File: src/rtl/remap_pkg.sv
package remap_pkg;
  typedef enum logic [1:0] {
    OP_READ  = 2'd0,
    OP_PROG  = 2'd1,
    OP_ERASE = 2'd2,
    OP_RSVD  = 2'd3
  } acc_op_e;
endpackage

File: src/rtl/remap_table.sv
module remap_table #(
  parameter int N_LOG  = 64,
  parameter int LOG_W  = 6,
  parameter int PHYS_W = 7
) (
  input  logic              clk_i,
  input  logic              rst_ni,
  input  logic [LOG_W-1:0]  rd_idx_i,
  output logic [PHYS_W-1:0] rd_phys_o,
  input  logic [LOG_W-1:0]  upd_idx_i,
  output logic [PHYS_W-1:0] upd_old_o,
  input  logic              upd_i,
  input  logic [PHYS_W-1:0] upd_phys_i
);
  logic [PHYS_W-1:0] tbl_q [N_LOG];

  always_ff @(posedge clk_i or negedge rst_ni) begin
    if (!rst_ni) begin
      for (int i = 0; i < N_LOG; i++) tbl_q[i] <= PHYS_W'(i);
    end else if (upd_i) begin
      tbl_q[upd_idx_i] <= upd_phys_i;
    end
  end

  assign rd_phys_o = tbl_q[rd_idx_i];
  assign upd_old_o = tbl_q[upd_idx_i];

  AST_TBL_UPDATE: assert property (@(posedge clk_i) disable iff (!rst_ni)
    upd_i |=> tbl_q[$past(upd_idx_i)] == $past(upd_phys_i));
endmodule

File: src/rtl/spare_pool.sv
module spare_pool #(
  parameter int N_LOG   = 64,
  parameter int N_SPARE = 8,
  parameter int PHYS_W  = 7,
  parameter int CNT_W   = 4
) (
  input  logic              clk_i,
  input  logic              rst_ni,
  input  logic              take_i,
  output logic [CNT_W-1:0]  left_o,
  output logic [PHYS_W-1:0] next_phys_o,
  output logic              empty_o
);
  localparam logic [PHYS_W-1:0] BASE  = PHYS_W'(N_LOG);
  localparam logic [CNT_W-1:0]  TOTAL = CNT_W'(N_SPARE);

  logic [CNT_W-1:0] left_q;
  logic [CNT_W-1:0] used;

  always_ff @(posedge clk_i or negedge rst_ni) begin
    if (!rst_ni) left_q <= TOTAL;
    else if (take_i && left_q != '0) left_q <= left_q - 1'b1;
  end

  // spares consumed in ascending order above the logical range
  assign used        = TOTAL - left_q;
  assign next_phys_o = BASE + PHYS_W'(used);
  assign left_o      = left_q;
  assign empty_o     = (left_q == '0);

  AST_POOL_DEC: assert property (@(posedge clk_i) disable iff (!rst_ni)
    (take_i && left_q != '0) |=> left_q == $past(left_q) - 1'b1);
  AST_LOCK_STICKY: assert property (@(posedge clk_i) disable iff (!rst_ni)
    empty_o |=> empty_o);
  AST_NO_OVERFLOW: assert property (@(posedge clk_i) disable iff (!rst_ni)
    left_q <= TOTAL);
endmodule

File: src/rtl/copy_req.sv
module copy_req #(
  parameter int PHYS_W = 7
) (
  input  logic              clk_i,
  input  logic              rst_ni,
  input  logic              load_i,
  input  logic [PHYS_W-1:0] src_i,
  input  logic [PHYS_W-1:0] dst_i,
  input  logic              ack_i,
  output logic              busy_o,
  output logic [PHYS_W-1:0] src_o,
  output logic [PHYS_W-1:0] dst_o
);
  logic              busy_q;
  logic [PHYS_W-1:0] src_q, dst_q;

  always_ff @(posedge clk_i or negedge rst_ni) begin
    if (!rst_ni) begin
      busy_q <= 1'b0;
      src_q  <= '0;
      dst_q  <= '0;
    end else if (load_i) begin
      busy_q <= 1'b1;
      src_q  <= src_i;
      dst_q  <= dst_i;
    end else if (busy_q && ack_i) begin
      busy_q <= 1'b0;
    end
  end

  assign busy_o = busy_q;
  assign src_o  = src_q;
  assign dst_o  = dst_q;

  AST_CP_HOLD: assert property (@(posedge clk_i) disable iff (!rst_ni)
    (busy_q && !ack_i) |=> busy_q && $stable(src_q) && $stable(dst_q));
  AST_CP_CLEAR: assert property (@(posedge clk_i) disable iff (!rst_ni)
    (busy_q && ack_i && !load_i) |=> !busy_q);
endmodule

File: src/rtl/spare_remap.sv
module spare_remap
  import remap_pkg::*;
#(
  parameter int N_LOG   = 64,
  parameter int N_SPARE = 8,
  parameter int LOG_W   = $clog2(N_LOG),
  parameter int PHYS_W  = $clog2(N_LOG + N_SPARE),
  parameter int CNT_W   = $clog2(N_SPARE + 1)
) (
  input  logic              clk_i,
  input  logic              rst_ni,
  input  logic              lkp_req_i,
  input  logic [LOG_W-1:0]  lkp_log_i,
  input  logic [1:0]        lkp_op_i,
  output logic [PHYS_W-1:0] lkp_phys_o,
  output logic              lkp_valid_o,
  output logic              lkp_refused_o,
  input  logic              fail_valid_i,
  input  logic [LOG_W-1:0]  fail_log_i,
  output logic              fail_ready_o,
  output logic              cp_req_o,
  output logic [PHYS_W-1:0] cp_src_o,
  output logic [PHYS_W-1:0] cp_dst_o,
  input  logic              cp_ack_i,
  output logic [CNT_W-1:0]  spares_left_o,
  output logic              locked_o
);
  logic              cp_busy, pool_empty, take;
  logic [PHYS_W-1:0] old_phys, new_phys;
  acc_op_e           op;

  assign op           = acc_op_e'(lkp_op_i);
  assign fail_ready_o = !cp_busy;
  assign take         = fail_valid_i && !cp_busy && !pool_empty;

  remap_table #(.N_LOG(N_LOG), .LOG_W(LOG_W), .PHYS_W(PHYS_W)) u_tbl (
    .clk_i      (clk_i),
    .rst_ni     (rst_ni),
    .rd_idx_i   (lkp_log_i),
    .rd_phys_o  (lkp_phys_o),
    .upd_idx_i  (fail_log_i),
    .upd_old_o  (old_phys),
    .upd_i      (take),
    .upd_phys_i (new_phys)
  );

  spare_pool #(.N_LOG(N_LOG), .N_SPARE(N_SPARE), .PHYS_W(PHYS_W), .CNT_W(CNT_W)) u_pool (
    .clk_i       (clk_i),
    .rst_ni      (rst_ni),
    .take_i      (take),
    .left_o      (spares_left_o),
    .next_phys_o (new_phys),
    .empty_o     (pool_empty)
  );

  copy_req #(.PHYS_W(PHYS_W)) u_cp (
    .clk_i  (clk_i),
    .rst_ni (rst_ni),
    .load_i (take),
    .src_i  (old_phys),
    .dst_i  (new_phys),
    .ack_i  (cp_ack_i),
    .busy_o (cp_busy),
    .src_o  (cp_src_o),
    .dst_o  (cp_dst_o)
  );

  assign cp_req_o      = cp_busy;
  assign locked_o      = pool_empty;
  assign lkp_valid_o   = lkp_req_i && (op == OP_READ || !pool_empty);
  assign lkp_refused_o = lkp_req_i && pool_empty && op != OP_READ;

  AST_DST_IN_POOL: assert property (@(posedge clk_i) disable iff (!rst_ni)
    cp_req_o |-> cp_dst_o >= PHYS_W'(N_LOG));
  AST_NO_TAKE_PENDING: assert property (@(posedge clk_i) disable iff (!rst_ni)
    (cp_req_o && !cp_ack_i) |=> spares_left_o == $past(spares_left_o));
  AST_LOCKED_NO_COPY: assert property (@(posedge clk_i) disable iff (!rst_ni)
    (locked_o && !cp_req_o) |=> !cp_req_o);
endmodule

File: config.mk
export PLATFORM = sky130hd
export DESIGN_NAME = spare_remap
export DESIGN_NICKNAME = d
export VERILOG_FILES = /design/src/rtl/remap_pkg.sv /design/src/rtl/remap_table.sv /design/src/rtl/spare_pool.sv /design/src/rtl/copy_req.sv /design/src/rtl/spare_remap.sv
export SDC_FILE = /design/constraint.sdc
export NUM_CORES = 1
export LEC_CHECK = 0
export ABC_AREA = 1
export CELL_PAD_IN_SITES_DETAIL_PLACEMENT = 1
export CELL_PAD_IN_SITES_GLOBAL_PLACEMENT = 1
export CORE_ASPECT_RATIO = 1.25
export CORE_UTILIZATION = 50
export CTS_CLUSTER_SIZE = 25
export DETAILED_ROUTE_END_ITERATION = 6
export HOLD_SLACK_MARGIN = 0.15
export PLACE_DENSITY_LB_ADDON = 0.1
export SYNTH_ARGS = -nofsm -noshare
export SYNTH_HDL_FRONTEND = slang
export SYNTH_HIERARCHICAL = 1
export SYNTH_SLANG_ARGS = --single-unit
File: constraint.sdc
create_clock -name clk_i -period 8.3 [get_ports clk_i]
set_input_delay 1.66 -clock clk_i [delete_from_list [all_inputs] [get_ports clk_i]]
set_output_delay 1.66 -clock clk_i [all_outputs]
set_load 0.03 [all_outputs]
==> results by group <==
Route
  • Vias per cell: between 6 and 7
  • Pre-antenna DRT Iters: 6
  • WL per Instance: 24.4 microns
  • Post-route DRC: 0
  • Via Count: 28.4k
  • Routed WL: around 110000 microns
  • ANT nets after route: 0
  • Initial DRC count: 3004

Worst setup path
  • FF-to-FF setup slack: 3.87 ns
  • Max incr delay on CP: 0.70 ns
  • Worst path arrival time: 4.80 ns
  • Worst Path Max Fanout: 69
  • CP endpoint kind: output port
  • CP Class: primary input to output port
  • Crit path required time: 6.64 ns
  • Crit path launch type: primary input
  • Slowest CP cell: clkdlybuf4s50_1
  • CP cell instances: buf_6 > inv_6 > buf_12 > nand2_1 > nand3_1 > nand3_1 > nand2_1 > nand2_1 > nand3_1 > nand3_1 > nand2_1 > clkdlybuf4s50_1

Cells and area
  • Layout area overhead: 8.83%
  • # nets final: 3896
  • # fillers: between 6k and 7k
  • Layout Cells excl Fill: around 4.6k
  • Layout cells sized above 1: 9.31%
  • Multi-input gate area: 13300 sq um
  • Register area: 11900 sq um

Yosys
  • Yosys warns: 6
  • Async SR Flop Fraction: 100%
  • Mean area per synthesized cell: between 6 and 7 sq um
  • Sequential share of the synthesized area: 44.5%
  • Syn Inst Count: 4032
  • Synth top area cells: nand2_1 29%, dfrtp_1 26%, dfstp_2 19%
  • Count leader, synth: nand2_1
  • Post-synth EDFFs: 0
  • Area leader, netlist: nand2_1
  • Distinct cells, synth: 27
  • Number of synthesized register bits: 467
  • Share of the synthesized area in the top cell type: 29.3%
  • Ys flop type: dfrtp_1
  • Synthesized area: 26800 sq um
  • Synth cell count leaders: 2092 x nand2_1, 485 x o21ai_0, 382 x nand3_1

GRT
  • Vias in the first global route: 29.3k
  • Total track usage: about two fifths
  • Aggregate global routing overflow: 0
  • Largest net degree at the start of global routing: 187
  • First-pass GRT wire length: 172000 microns
  • Initial antenna violation count: 2

Clocking
  • Post-CTS resize count: 0
  • Total CTS buffers: 53
  • Skew-Pair Late Insertion Delay: about 0.63 ns
  • Worst-path clk slew: 0.05 ns
  • H-tree levels: 2
  • CTS tree: yes
  • Clk root buf: clkbuf_16
  • CTS Buffer Depth: 3
  • Postcts setup bufs: 0
  • Hold-fix buffers, CTS: 0
  • Sink Count: ~470

Floorplan
  • Io pins: 49
  • Width of the die: roughly 210 microns
  • Die Height: 261 microns
  • Initial Utilization: 50.7%
  • Die area: 54500 sq um
  • Core area: 52800 sq um
  • # rows: 94

STA
  • Final setup violation count: 0
  • Final slew viol count: 0
  • RSZ-0062 raised after global routing: false
  • F_max: 0.155 GHz
  • Slew headroom: about 15%
  • Max Clock Skew: ~0.024 ns
  • Final hold vios: 0
  • Fin crit period: 6.46 ns
  • Worst-margin pin slew: 1.27 ns
  • TNS Setup: 0 ns
  • Hold Slack: 0.472 ns
  • Period utilisation layout: around 78%
  • Final setup margin: 1.84 ns

Flow run
  • Max_cap viols: 0

Min path
  • HP Class: flip-flop to flip-flop

Placed design
  • Final HPWL DP: 67000 microns
  • Placed cell count: between 4k and 5k
  • Routability Congestion: 0.909
  • Pre-CTS WS: about 2.0 ns
  • Port bufs: 48

Power and ir drop
  • LEAKAGE: between 10 and 15 nW
  • P per Cell Area: 179 nW/um^2
  • Final total power: approximately 5.2 mW
  • Peak VDD IR: 160 uV

Outcome
  • Status: complete, no violations
-- logic make-up (layout without fill, tap and decap cells) --
logic type / Yosys count / after routing / synth area share, %
and+or+nand+nor: 2614 / 2614 / 39.3
buffers and inverters: 407 / 295 / 5.97
DFF: 467 / 467 / 44.5
xor gates and xnor gates: 1 / 1 / 0.0327
adders and majority gates: 1 / 1 / 0.0467
AOI/OAI and AO/OA: 540 / 540 / 10.1
other: 2 / 4 / 0.0280
-- through the flow --
| stage | instance area (sq um) | util (%) |
|---|---|---|
| 2_1_floorplan | 26800 | - |
| 5_1_grt | 29200 | 55.2 |
| 3_3_place_gp | 27300 | 51.8 |
| 4_1_cts | 29200 | 55.2 |
| 3_5_place_dp | 27300 | 51.8 |
| 6_report | 29200 | 55.2 |
-- where the power goes --
| group | leakage [nW] | total (mW) | switching (mW) | internal (mW) |
|---|---|---|---|---|
| Combinational | 6.93 | 0.472 | 0.383 | 0.0896 |
| Clock | 0.910 | 2.48 | 1.02 | 1.45 |
| Sequential | 5.57 | 2.28 | 0 | 2.28 |
-- sequential cells by signal (all words and copies together), names as in the netlist --
register / flops
u_pool/left_o: 4
u_cp/busy_o: 1
u_tbl/tbl_q: 448
u_cp/src_o: 7
u_cp/dst_o: 7
-- placed cells by master, fill, tap and decap left out, types with 2 or more instances in the layout --
cell and instances:
clkinv_2 15, o21ai_1 2, buf_12 5, inv_6 4, nor2_2 3, nand2_1 2092, nand4_1 40, inv_1 84
conb_1 3, a21oi_1 53, nor3_1 10, dfrtp_1 274, clkbuf_16 55, nand2_2 2, clkbuf_8 18, clkbuf_1 10
nor2_1 76, nand3_1 382, o21ai_0 485, inv_2 7, nor4_4 5, bufinv_16 3, dfstp_2 193, nor4_2 2
clkdlybuf4s50_1 41, buf_4 45, clkinv_1 3
-- path summary, 6_finish.rpt --
check | to | from | depth (start not counted)
max in group asynchronous | u_tbl/tbl_q[231] | rst_ni | 2
min in group asynchronous | u_cp/src_o[3] | rst_ni | 1
min reg2reg | u_cp/src_o[2] | u_cp/src_o[2] | 2
max reg2reg | u_tbl/tbl_q[289] | u_pool/left_o[0] | 11
max | lkp_phys_o[2] | lkp_log_i[0] | 12
min | u_cp/src_o[2] | u_cp/src_o[2] | 2
-- critical path: cells and delay by family --
family                 cells  cell delay (ns)
buffers and inverters      4             1.75
and+or+nand+nor            8             1.21
-- per-layer routing --
metal / up-vias / global-route usage [%] / share of wire [%]
met5: - / 0 / 0.0089
met4: 2 / 27.5 / 6.7
met3: 404 / 6.68 / 8.3
met2: 1308 / 66.7 / 46
met1: 14200 / 51.5 / 39
li1: 12500 / - / -
-- final cells by class --
class / count / share of cell area, %
clock buffers: 82 / 5.65
repair buffers: 95 / 3.06
clock inverters: 18 / 0.588
inverters: 100 / 1.36
diodes: 1 / 0.00858
multi-input cells: 3159 / 45.5
well taps: 672 / 2.88
flip-flops and latches: 467 / 40.9
Note: power is estimated with default switching activity, not from simulation.
